`src/rtl/cfg_pkg.sv`:
```
package cfg_pkg;

    typedef enum logic [1:0] {
        ST_IDLE = 2'd0,
        ST_BUS  = 2'd1,
        ST_ACK  = 2'd2
    } state_e;

    localparam int CFG_W     = 32;
    localparam int CFG_SHIFT = 5;

    localparam logic [1:0] SZ_BYTE = 2'd0;
    localparam logic [1:0] SZ_WORD = 2'd1;

    function automatic logic [31:0] lane_mask(input logic [1:0] sz);
        case (sz)
            SZ_BYTE: lane_mask = 32'h0000_00FF;
            SZ_WORD: lane_mask = 32'h0000_FFFF;
            default: lane_mask = 32'hFFFF_FFFF;
        endcase
    endfunction

endpackage

```
`src/rtl/cfg_addr_build.sv`:
```
module cfg_addr_build
    import cfg_pkg::*;
#(
    parameter int              ADDR_W   = 40,
    parameter logic [ADDR_W-1:0] CFG_BASE = '0,
    parameter int              MAX_DEV0 = 8
) (
    input  logic [7:0]        bus_num,
    input  logic [7:0]        devfn,
    input  logic [7:0]        offset,
    input  logic [1:0]        size,
    output logic [ADDR_W-1:0] addr,
    output logic              dev_ok,
    output logic              align_ok
);
    localparam logic [4:0] DEV_LIMIT = 5'(MAX_DEV0);

    logic [4:0]       dev;
    logic             type0;
    logic [CFG_W-1:0] cfg_word;
    logic [CFG_W-1:0] sel_bits;
    logic [ADDR_W-1:0] code;

    assign dev   = devfn[7:3];
    assign type0 = (bus_num == 8'd0);

    always_comb begin
        sel_bits = 32'h0000_0800 << dev;
        if (type0)
            cfg_word = sel_bits | {21'd0, devfn[2:0], offset[7:2], 2'b00};
        else
            cfg_word = {8'd0, bus_num, devfn, offset[7:2], 2'b01};
    end

    always_comb begin
        case (size)
            SZ_BYTE: code = ADDR_W'(5'h00);
            SZ_WORD: code = ADDR_W'(5'h08);
            default: code = ADDR_W'(5'h18);
        endcase
    end

    assign addr = (CFG_BASE | (ADDR_W'(cfg_word) << CFG_SHIFT)) + code;

    assign dev_ok = !type0 || (dev <= DEV_LIMIT);

    always_comb begin
        case (size)
            SZ_BYTE: align_ok = 1'b1;
            SZ_WORD: align_ok = !offset[0];
            default: align_ok = (offset[1:0] == 2'b00);
        endcase
    end

endmodule

```
`src/rtl/cfg_lane_align.sv`:
```
module cfg_lane_align
    import cfg_pkg::*;
(
    input  logic [1:0]  lane,
    input  logic [1:0]  size,
    input  logic [31:0] wdata_in,
    output logic [31:0] wdata_out,
    input  logic [31:0] rdata_in,
    input  logic        force_ones,
    output logic [31:0] rdata_out
);
    logic [4:0]  sh;
    logic [31:0] mask;
    logic [31:0] rsrc;

    assign sh        = {lane, 3'b000};
    assign mask      = lane_mask(size);
    assign wdata_out = (wdata_in & mask) << sh;
    assign rsrc      = force_ones ? 32'hFFFF_FFFF : rdata_in;
    assign rdata_out = (rsrc >> sh) & mask;

endmodule

```
`src/rtl/cfg_addr_gen.sv`:
```
module cfg_addr_gen
    import cfg_pkg::*;
#(
    parameter int                ADDR_W   = 40,
    parameter logic [ADDR_W-1:0] CFG_BASE = 40'h80_0000_0000,
    parameter int                MAX_DEV0 = 8
) (
    input  logic              clk,
    input  logic              rst_n,
    input  logic              req_valid,
    input  logic [7:0]        req_bus,
    input  logic [7:0]        req_devfn,
    input  logic [7:0]        req_offset,
    input  logic [1:0]        req_size,
    input  logic              req_write,
    input  logic [31:0]       req_wdata,
    output logic              req_ack,
    output logic [31:0]       rsp_rdata,
    output logic              rsp_bad_reg,
    output logic              bus_valid,
    output logic [ADDR_W-1:0] bus_addr,
    output logic              bus_write,
    output logic [31:0]       bus_wdata,
    input  logic              bus_done,
    input  logic [31:0]       bus_rdata,
    input  logic              bus_abort
);
    localparam int SEL_LO = CFG_SHIFT + 11;
    localparam int SEL_HI = CFG_SHIFT + 31;
    localparam int TOP_LO = CFG_SHIFT + 24;

    state_e state, state_nx;

    logic [1:0]        lat_lane;
    logic [1:0]        lat_size;
    logic              lat_write;
    logic [ADDR_W-1:0] b_addr;
    logic              b_dev_ok;
    logic              b_align_ok;
    logic [1:0]        al_lane;
    logic [1:0]        al_size;
    logic [31:0]       al_wdata;
    logic [31:0]       al_rdata;
    logic              accept_ok;

    cfg_addr_build #(
        .ADDR_W  (ADDR_W),
        .CFG_BASE(CFG_BASE),
        .MAX_DEV0(MAX_DEV0)
    ) i_build (
        .bus_num (req_bus),
        .devfn   (req_devfn),
        .offset  (req_offset),
        .size    (req_size),
        .addr    (b_addr),
        .dev_ok  (b_dev_ok),
        .align_ok(b_align_ok)
    );

    assign al_lane = (state == ST_IDLE) ? req_offset[1:0] : lat_lane;
    assign al_size = (state == ST_IDLE) ? req_size : lat_size;

    cfg_lane_align i_align (
        .lane      (al_lane),
        .size      (al_size),
        .wdata_in  (req_wdata),
        .wdata_out (al_wdata),
        .rdata_in  (bus_rdata),
        .force_ones(bus_abort),
        .rdata_out (al_rdata)
    );

    assign accept_ok = b_dev_ok && b_align_ok;

    // State register
    always_ff @(posedge clk) begin
        if (!rst_n) state <= ST_IDLE;
        else        state <= state_nx;
    end

    // Transitions
    always_comb begin
        state_nx = state;
        unique case (state)
            ST_IDLE: if (req_valid) state_nx = accept_ok ? ST_BUS : ST_ACK;
            ST_BUS:  if (bus_done)  state_nx = ST_ACK;
            ST_ACK:  state_nx = ST_IDLE;
            default: state_nx = ST_IDLE;
        endcase
    end

    // Outputs and request capture
    always_ff @(posedge clk) begin
        if (!rst_n) begin
            req_ack     <= 1'b0;
            rsp_rdata   <= '0;
            rsp_bad_reg <= 1'b0;
            bus_valid   <= 1'b0;
            bus_addr    <= '0;
            bus_write   <= 1'b0;
            bus_wdata   <= '0;
            lat_lane    <= '0;
            lat_size    <= '0;
            lat_write   <= 1'b0;
        end else begin
            req_ack     <= 1'b0;
            rsp_rdata   <= '0;
            rsp_bad_reg <= 1'b0;
            unique case (state)
                ST_IDLE: begin
                    if (req_valid) begin
                        lat_lane  <= req_offset[1:0];
                        lat_size  <= req_size;
                        lat_write <= req_write;
                        if (accept_ok) begin
                            bus_valid <= 1'b1;
                            bus_addr  <= b_addr;
                            bus_write <= req_write;
                            bus_wdata <= req_write ? al_wdata : 32'd0;
                        end else begin
                            req_ack     <= 1'b1;
                            rsp_bad_reg <= !b_align_ok;
                            rsp_rdata   <= req_write ? 32'd0 : lane_mask(req_size);
                        end
                    end
                end
                ST_BUS: begin
                    if (bus_done) begin
                        bus_valid <= 1'b0;
                        bus_addr  <= '0;
                        bus_write <= 1'b0;
                        bus_wdata <= '0;
                        req_ack   <= 1'b1;
                        rsp_rdata <= lat_write ? 32'd0 : al_rdata;
                    end
                end
                ST_ACK: begin
                end
                default: begin
                end
            endcase
        end
    end

    // acknowledge is a single-cycle pulse
    a_r9_ack_pulse: assert property (@(posedge clk) disable iff (!rst_n)
        req_ack |=> !req_ack);

    // bus request and its payload hold until done
    a_r9_bus_hold: assert property (@(posedge clk) disable iff (!rst_n)
        (bus_valid && !bus_done) |=> (bus_valid && $stable(bus_addr) && $stable(bus_wdata)));

    // a bus cycle only starts from a host request
    a_r9_issue_from_req: assert property (@(posedge clk) disable iff (!rst_n)
        $rose(bus_valid) |-> $past(req_valid));

    // a bad-register response never follows a bus cycle
    a_r5_no_cycle_on_bad: assert property (@(posedge clk) disable iff (!rst_n)
        (req_ack && rsp_bad_reg) |-> !$past(bus_valid));

    // type 0 select field is one-hot
    a_r1_select_onehot: assert property (@(posedge clk) disable iff (!rst_n)
        (bus_valid && !bus_addr[CFG_SHIFT]) |-> $onehot(bus_addr[SEL_HI:SEL_LO]));

    // type 1 upper byte is zero and bit 1 clear
    a_r3_type1_top_zero: assert property (@(posedge clk) disable iff (!rst_n)
        (bus_valid && bus_addr[CFG_SHIFT]) |-> (bus_addr[SEL_HI:TOP_LO] == '0 && !bus_addr[CFG_SHIFT+1]));

    // size code is one of three legal values
    a_r4_size_code: assert property (@(posedge clk) disable iff (!rst_n)
        bus_valid |-> (bus_addr[4:0] == 5'h00 || bus_addr[4:0] == 5'h08 || bus_addr[4:0] == 5'h18));

endmodule

```
`config.mk`:
```
export PLATFORM = sky130hd
export DESIGN_NAME = cfg_addr_gen
export DESIGN_NICKNAME = d
export VERILOG_FILES = /design/src/rtl/cfg_pkg.sv /design/src/rtl/cfg_addr_build.sv /design/src/rtl/cfg_lane_align.sv /design/src/rtl/cfg_addr_gen.sv
export SDC_FILE = /design/constraint.sdc
export NUM_CORES = 1
export LEC_CHECK = 0
export BUFFER_PORTS_ARGS = -buffer_cell sky130_fd_sc_hd__buf_2
export CORE_UTILIZATION = 40
export CTS_CLUSTER_DIAMETER = 80
export DETAILED_ROUTE_END_ITERATION = 8
export GPL_TIMING_DRIVEN = 0
export HOLD_SLACK_MARGIN = 0.08
export PLACE_DENSITY = 0.69
export REMOVE_ABC_BUFFERS = 1
export SLEW_MARGIN = 0
export SYNTH_ARGS = -nofsm -noshare
export SYNTH_HDL_FRONTEND = slang
export SYNTH_SLANG_ARGS = --single-unit
```
`constraint.sdc`:
```
create_clock -name clk -period 5.4 [get_ports clk]
set_input_delay 0.27 -clock clk [delete_from_list [all_inputs] [get_ports clk]]
set_output_delay 0.27 -clock clk [all_outputs]
set_load 0.02 [all_outputs]
```
==> metrics, run 1 <==
Post-synth ARST share 0%; clock period minus worst slack 3748 ps; clk slew on worst S/H paths 70 ps; Post-Synth XOR/XNOR Area 0%; Final Hold Fails 0; hold path cells 3; # nets final 875; CTS sink cnt 108; syn_area_per_cell 8.369 sq um; setup TNS 0 ps; vias per inst 5.623; vias in the first global route 4875; gr usage total 23.42%; worst reg2reg path depth 4; Leak 3.042 nW; number of flip-flops under the largest register name 34; Slew HR 15.79%; largest net degree at the start of global routing 78; Horiz. Die Dim 115.9 um; post-synth top area cell dfxtp_1; Pwr Density 303.9 nW/um^2; synth cell count leaders 108 x dfxtp_1, 69 x nand2_1, 49 x a21oi_1, 44 x and3_1, 44 x nand3_1; core box area 12620 sq um; first-pass GRT wire length 24660 um; PostCTS Resize Cnt 0; CP max-delay cell o21ai_1; Via Count 5376; full die area 13430 sq um; Synth Area in Adders 0%; largest family of logic cells by synthesized area compound AO/OA/AOI/OAI gates; Root Driver clkbuf_16; initial core utilization 41.12%; Slew Limit Fails 0; hold_sp req_bus[1]; Chip Height 115.9 um; Ant. Diodes 0; Compound-Gate Fraction of Synth Area 27.76%; biggest regs bus_addr (34), bus_wdata (32), rsp_rdata (32); Post-Route WL 16040 um; Crit path largest cell delay 1010 ps; startpoint types register; initial antenna violation count 0; DRT Pass-1 Iters 5; Post-CTS Setup Repair Bufs 0; CTS tree yes; CTS Hold Buffers Added 0; Slew @ Worst Pin 1263 ps; io pins 204; DRC 0; flops & latches, synth 108; Worst R2R Start state[0]; DR WL/cell 16.78 um; r2r endpoint bus_wdata[16]; WP data arrival 3990 ps; fmax 266.8 MHz; critical path type register to register; share of post-route cells with drive strength above 1 29.72%; synthesized area 5189 sq um; Layout area overhead 25.73%; CTS Buffer Depth 2; gpl congestion 0.9162; CP max FO 28; Synth Instances 620; worst setup margin 1652 ps; post-place setup slack 1708 ps; Reg with most FFs bus_addr; Worst Path Required 5640 ps; outcome completed; Yosys Warn Count 0; Max-Cap Viols 0; unrepaired setup endpoints after global routing false; mux contribution to synthesized area 0.8681%; r2r setup slk 1650 ps; worst vdd ir 142.9 uV; clk_lat worst skew 350 ps; final core occ 51.70%; Yosys cell types 60; crit end category register; Final setup viols 0; dpl hpwl 11490 um; top_reg_cell synth dfxtp_1; # H-tree levels 3; TritonCTS Buffers 9; top-count cell post-synth dfxtp_1; num rows 41; drt first-iter violations 488; top cells by area, synth dfxtp_1 42%, and3_1 5.3%, nand2_1 5.0%; crit path cell chain nand3b_1 -> o21ai_1 -> nand2_1 -> o41ai_1; Seq/Total Area, Yosys 41.67%; Hold Path Class primary input to register; remaining global-route overflow 0; Worst Hold End bus_addr[22]; IO Port Bufs 197; ratio of final minimum period to clock period 69.40%; EDFF count, synth 0; Simple-Gate Fraction of Synth Area 24.64%; share of the synthesized area in the top cell type 41.67%; Routed Antenna Nets 0; # fillers 1253; Worst Skew 7.778 ps
## logic make-up (layout without fill, tap and decap cells)
group                  count (synthesis)  in the layout
and+or+nand+nor                      241            241
AOI/OAI and AO/OA                    210            210
DFF                                  108            108
buffers and inverters                 56            215
muxes                                  4              4
other                                  1              6
## metal layers
metal | part of all wire [%] | global-route usage, %
met5 | 0 | 0
met4 | 3.0 | 11.03
met3 | 7.2 | 4.446
met2 | 47 | 38.02
met1 | 43 | 29.99
## cell usage in the layout (no fill, tap or decap), types with 4 or more instances in the layout
cell type  instances
nand3_1           44
and2_1             7
o21a_1            19
o21ai_0           39
o41ai_1            5
dfxtp_1          108
o21ai_1            9
nor2_1            22
a21oi_1           49
o22ai_1            6
or2_2              4
and3_1            44
buf_2            197
a221o_1            8
conb_1             6
clkbuf_16          9
nand2b_1          12
a211o_1            8
nand3b_1          11
a221oi_1          11
o22a_1             8
a21boi_1          13
nand2_1           69
a21boi_0           7
a22o_1             5
nor2b_1            5
## layout make-up
| type | instances | area, sq um | share of cell area [%] |
|---|---|---|---|
| Multi-Input combinational cell | 461 | 2793 | 42.81 |
| Sequential cell | 108 | 2162 | 33.14 |
| Clock buffer | 13 | 270.3 | 4.143 |
| Timing Repair Buffer | 199 | 1016 | 15.57 |
| Clock inverter | 3 | 67.56 | 1.036 |
| Tap cell | 172 | 215.2 | 3.299 |
## per-stage QoR
stage	hold WS (ps)	cell area (sq um)	instances	total power, W
4_1_cts	161.2	6524	956	0.001993
3_3_place_gp	437.3	6150	938	0.001238
3_5_place_dp	442.2	6186	940	0.001253
2_1_floorplan	387.5	4949	569	0.001097
5_1_grt	186.0	6524	956	0.002066
6_report	178.4	6524	956	0.001982
## worst max-delay path by stage
stage | slack (ps) | startpoint | end
after floorplan | 2790 | state[0] | rsp_rdata[0]
after global placement | 1810 | state[0] | rsp_rdata[1]
after detailed placement | 1710 | state[0] | bus_wdata[16]
after CTS | 1680 | state[0] | bus_wdata[16]
after global routing | 1190 | state[0] | bus_wdata[19]
final | 1650 | state[0] | bus_wdata[16]
## critical path, delay by kind of cell, from the launching register on
kind	cells	cell delay, ps
DFF	1	640
and+or+nand+nor	2	1450
AOI/OAI and AO/OA	2	1540
## report_power, final
part | leakage (nW) | switching [W] | internal [W]
logic | 2.00 | 0.000244 | 0.000142
clock network | 0.162 | 0.000297 | 0.000445
registers | 0.878 | 0.0000215 | 0.000831
total | 3.04 | 0.000563 | 0.00142
Power figures use the tool's default switching activity.
==> run 2, diff against run 1 <==
==> constraint.sdc (replaced) <==
create_clock -name clk -period 3.7 [get_ports clk]
set_input_delay 0.185 -clock clk [delete_from_list [all_inputs] [get_ports clk]]
set_output_delay 0.185 -clock clk [all_outputs]
set_load 0.02 [all_outputs]
==> metrics, run 2 (synthesis results as in run 1) <==
outcome finished, violations left; failing checks design-rule violations; Max-Cap Viols 0 (unchanged); io pins 204 (unchanged); Horiz. Die Dim 115.9 um (unchanged); Worst Skew 8.009 ps (+0.2314 ps); DR WL/cell 16.84 um (+0.34%); CP max FO 29 (+3.6%); number of flip-flops under the largest register name 34 (unchanged); core box area 12620 sq um (unchanged); hold path cells 2 (-1); Leak 3.048 nW (+0.19%); unrepaired setup endpoints after global routing true; gr usage total 23.42% (unchanged); Worst Hold End bus_addr[25]; CP max-delay cell o21ai_1; post-place setup slack 8.397 ps (-1700 ps); critical path type register to register; TritonCTS Buffers 9 (unchanged); Layout area overhead 25.99%; worst setup margin 226.9 ps (-1425 ps); Final Hold Fails 0 (unchanged); clock period minus worst slack 3473 ps (-274.7 ps); Reg with most FFs bus_addr; Post-Route WL 16120 um (+0.44%); Root Driver clkbuf_16; drt first-iter violations 467 (-4.3%); hold_sp req_bus[4]; num rows 41 (unchanged); final core occ 51.80% (+0.11 points); CTS sink cnt 108 (unchanged); # fillers 1255 (+0.16%); # H-tree levels 3 (unchanged); CTS Buffer Depth 2 (unchanged); DRC 1 (+1); Slew @ Worst Pin 1280 ps (+17.01 ps); Worst R2R Start state[1]; largest net degree at the start of global routing 78 (unchanged); worst reg2reg path depth 5 (+1); full die area 13430 sq um (unchanged); # nets final 876 (+0.11%); storage element area 2162 sq um (unchanged); WP data arrival 3690 ps (-300 ps); biggest regs bus_addr (34), bus_wdata (32), rsp_rdata (32); vias in the first global route 4875 (unchanged); Via Count 5404 (+0.52%); most frequent cells in the layout 197 x buf_2, 108 x dfxtp_1, 69 x nand2_1; clk slew on worst S/H paths 70 ps (about the same); initial core utilization 41.12% (unchanged); commonest non-fill, non-tap cell in the layout buf_2; share of post-route cells with drive strength above 1 29.81% (+0.090 points); gpl congestion 0.9162 (unchanged); Slew HR 14.66% (-1.1 points); Worst Path Required 3920 ps (-1720 ps); Chip Height 115.9 um (unchanged); initial antenna violation count 0 (unchanged); first-pass GRT wire length 24660 um (unchanged); Hold Path Class primary input to register; Routed Antenna Nets 0 (unchanged); CTS tree yes; Pwr Density 442.9 nW/um^2 (+46%); startpoint types register; Final setup viols 0 (unchanged); DRT Pass-1 Iters 9 (+4); worst vdd ir 208.3 uV (+46%); crit end category register; dpl hpwl 11490 um (unchanged); crit path cell chain o21ai_1 -> nand2_1 -> and2_1 -> a221oi_1 -> o41ai_1; r2r endpoint bus_wdata[16]; vias per inst 5.647 (+0.42%); r2r setup slk 230 ps (-1430 ps); Slew Limit Fails 0 (unchanged); ratio of final minimum period to clock period 93.87% (+24 points); Ant. Diodes 0 (unchanged); Crit path largest cell delay 1030 ps (+20 ps); IO Port Bufs 197 (unchanged); Multi-input gate area 2796 sq um (+0.13%); fmax 287.9 MHz (+7.9%); remaining global-route overflow 0 (unchanged); clk_lat worst skew 350 ps (about the same)
==> run 2: cell types whose count changed in the layout (fill, tap and decap cells not counted), sizes merged <==
cell / before / now
dlygate4sd3: 0 / 1
==> run 2: power breakdown <==
group          switching (W)  internal [W]
combinational       0.000358      0.000209
clock               0.000434      0.000650
sequential         0.0000313       0.00121
total               0.000823       0.00207
==> run 2: layer usage <==
layer	part of all wire [%]	wire length, um	track usage, %
met1	42	6835	29.99
met2	47	7562	38.02
met3	7.8	1261	4.446
met4	2.8	456	11.03
met5	0	0	0
==> run 2: area by class of cell <==
class	count	area share, %
multi-input cells	461	42.78
flip-flops and latches	108	33.07
repair buffers	200	15.69
clock buffers	13	4.134
well taps	172	3.292
clock inverters	3	1.033
==> run 2: worst max-delay path, delay by kind of cell, from the launching register on <==
kind | cells | cell delay [ps]
AND/OR/NAND/NOR | 2 | 1360
flip-flops | 1 | 470
AO/OA/AOI/OAI | 3 | 1500
==> run 2: worst max-delay path by stage <==
stage | from | end | slack, ps | cells past startpoint
2_1_floorplan | state[0] | rsp_rdata[0] | 1090 | 4
3_3_place_gp | state[0] | rsp_rdata[1] | 110 | 4
3_5_place_dp | state[0] | bus_wdata[16] | 8 | 4
4_1_cts | state[0] | rsp_rdata[31] | 270 | 5
5_1_grt | state[0] | rsp_rdata[27] | -20 | 5
6_report | state[1] | bus_wdata[16] | 230 | 5
==> run 2: what timing repair did <==
item                       in CTS  in global routing
buffers inserted                0                  0
hold endpoints to repair        1                  0
resized for setup               1                  0
setup endpoints to repair       1                  3
hold buffers                    1                  0
==> run 2: metrics by stage <==
| step | cell area [sq um] | TNS [ps] | hold slack, ps | std cells | power [W] |
|---|---|---|---|---|---|
| global route | 6538 | -44.37 | 101.0 | 957 | 0.003016 |
| detailed placement | 6186 | 0 | 442.2 | 940 | 0.001829 |
| finish | 6538 | 0 | 97.98 | 957 | 0.002895 |
| global placement | 6150 | 0 | 437.3 | 938 | 0.001807 |
| floorplan | 4949 | 0 | 302.5 | 569 | 0.001601 |
| CTS | 6538 | 0 | 87.95 | 957 | 0.002910 |
==> run 3, diff against run 2 <==
==> constraint.sdc (replaced) <==
create_clock -name clk -period 3.3 [get_ports clk]
set_input_delay 0.165 -clock clk [delete_from_list [all_inputs] [get_ports clk]]
set_output_delay 0.165 -clock clk [all_outputs]
set_load 0.02 [all_outputs]
==> metrics, run 3 (synthesis results as in run 1) <==
outcome completed; Crit path largest cell delay 890 ps (-140 ps); first-pass GRT wire length 25070 um (+1.7%); # nets final 882 (+0.68%); CTS tree yes; # H-tree levels 3 (unchanged); hold path cells 2 (unchanged); CTS sink cnt 108 (unchanged); fin cells 963 (+0.63%); Post-Route WL 16590 um (+3.0%); r2r setup slk 440 ps (+210 ps); worst vdd ir 238.2 uV (+14%); Routed Antenna Nets 0 (unchanged); area post-placement 6186 sq um (unchanged); setup TNS 0 ps (unchanged); drt first-iter violations 513 (+9.9%); worst setup margin 155.0 ps (-71.90 ps); clock period minus worst slack 3145 ps; initial core utilization 41.12% (unchanged); fmax 318.0 MHz; CTS Buffer Depth 2 (unchanged); vias in the first global route 4903 (+0.57%); hold_sp req_bus[5]; remaining global-route overflow 0 (unchanged); core box area 12620 sq um (unchanged); Final Hold Fails 0 (unchanged); Leak 3.073 nW (+0.82%); most frequent cells in the layout 197 x buf_2, 108 x dfxtp_1, 67 x nand2_1; gr usage total 23.85% (+0.42 points); Reg with most FFs bus_addr; ratio of final minimum period to clock period 95.30%; critical path type primary input to register; Worst Hold End bus_addr[26]; Hold Path Class primary input to register; Horiz. Die Dim 115.9 um (unchanged); Ant. Diodes 0 (unchanged); Slew Limit Fails 0 (unchanged); commonest non-fill, non-tap cell in the layout buf_2; io pins 204 (unchanged); post-place setup slack -391.6 ps (-400.0 ps); gpl congestion 0.9162 (unchanged); Root Driver clkbuf_16; DR WL/cell 17.23 um (+2.3%); r2r endpoint bus_wdata[17]; Layout area overhead 27.59%; biggest regs bus_addr (34), bus_wdata (32), rsp_rdata (32); DRT Pass-1 Iters 5 (-4); Post-Place Cells 940 (unchanged); # fillers 1249 (-0.48%); Slew @ Worst Pin 1270 ps (-9.989 ps); CP max FO 21 (-28%); Chip Height 115.9 um (unchanged); CP max-delay cell or4_1; Via Count 5470 (+1.2%); Design Area, Final 6620 sq um (+1.3%); vias per inst 5.680 (+0.59%); IO Port Bufs 197 (unchanged); largest net degree at the start of global routing 78 (unchanged); Worst Skew 9.505 ps (+1.495 ps); crit end category register; dpl hpwl 11490 um (unchanged); worst path bufs/invs 2 (+2); worst reg2reg path depth 5 (unchanged); storage element area 2162 sq um (unchanged); CP top delay family simple AND/OR/NAND/NOR gates; Slew HR 15.32% (+0.67 points); TritonCTS Buffers 9 (unchanged); clk slew on worst S/H paths 70 ps (about the same); Multi-input gate area 2844 sq um (+1.7%); Final setup viols 0 (unchanged); share of post-route cells with drive strength above 1 30.34% (+0.53 points); WP data arrival 3410 ps (-280 ps); DRC 0 (-1); clk_lat worst skew 350 ps (about the same); num rows 41 (unchanged); startpoint types primary input; Worst R2R Start state[0]; unrepaired setup endpoints after global routing false; full die area 13430 sq um (unchanged); Worst Path Required 3570 ps (-350 ps); crit path cell chain dlygate4sd3_1 -> buf_2 -> or4_4 -> or4_1 -> a21boi_2 -> nand3_1 -> o21ai_1; Max-Cap Viols 0 (unchanged); initial antenna violation count 0 (unchanged); Pwr Density 492.8 nW/um^2 (+11%); number of flip-flops under the largest register name 34 (unchanged)
run 3: changes by cell type in the layout (fill, tap and decap cells not counted):
| cell | previous run | this run |
|---|---|---|
| nand3b_1 | 11 | 12 |
| o21ai_1 | 8 | 7 |
| nand2_1 | 69 | 67 |
| a2111oi_2 | 1 | 0 |
| buf_4 | 0 | 2 |
| o21ai_4 | 0 | 1 |
| dlygate4sd3_1 | 1 | 3 |
| nand2_2 | 0 | 2 |
| a2111oi_4 | 0 | 1 |
| a21boi_2 | 0 | 1 |
run 3: worst max path at each step:
| stage | start | to | slack (ps) | cells past startpoint |
|---|---|---|---|---|
| global route | req_bus[1] | bus_wdata[30] | 10 | 7 |
| detailed placement | state[0] | bus_wdata[16] | -390 | 4 |
| global placement | state[0] | rsp_rdata[1] | -290 | 4 |
| CTS | req_bus[4] | bus_wdata[16] | 90 | 7 |
| floorplan | state[0] | rsp_rdata[0] | 690 | 4 |
| finish | req_bus[1] | bus_wdata[29] | 150 | 7 |
run 3: power breakdown:
part / internal [W] / switching, W / leakage [nW] / total [W]
sequential: 0.00136 / 0.0000374 / 0.878 / 0.00140
clock: 0.000729 / 0.000489 / 0.162 / 0.00122
combinational: 0.000239 / 0.000408 / 2.03 / 0.000647
run 3: per-stage QoR:
| step | utilization, % | hold WS [ps] | total power, W |
|---|---|---|---|
| 2_1_floorplan | - | 282.5 | 0.001795 |
| 3_3_place_gp | 48.73 | 425.4 | 0.002026 |
| 3_5_place_dp | 49.02 | 428.4 | 0.002051 |
| 4_1_cts | 52.15 | 87.37 | 0.003269 |
| 5_1_grt | 52.46 | 98.97 | 0.003394 |
| 6_report | 52.46 | 93.53 | 0.003262 |
run 3: layout make-up:
cell class                 instances  share of cell area (%)
multi-input combinational        463                   42.96
sequential                       108                   32.66
timing repair buffer             204                   16.03
clock buffer                      13                   4.082
tap                              172                   3.251
clock inverter                     3                   1.021
run 3: repair_timing:
| item | 4_1_cts | 5_1_grt |
|---|---|---|
| buffers inserted | 0 | 2 |
| hold endpoints to repair | 3 | 0 |
| hold buffers | 3 | 0 |
| setup endpoints to repair | 24 | 55 |
| gates resized for setup | 3 | 3 |
| cloned | 1 | 1 |
| pin swaps | 1 | 2 |
run 3: metal layers:
metal | up-vias | share of wire (%) | global-route usage, %
met5 | - | 0 | 0
met2 | 302 | 47 | 38.41
met3 | 40 | 8.1 | 4.550
met1 | 2533 | 42 | 30.79
li1 | 2595 | - | -
met4 | 0 | 2.7 | 11.11
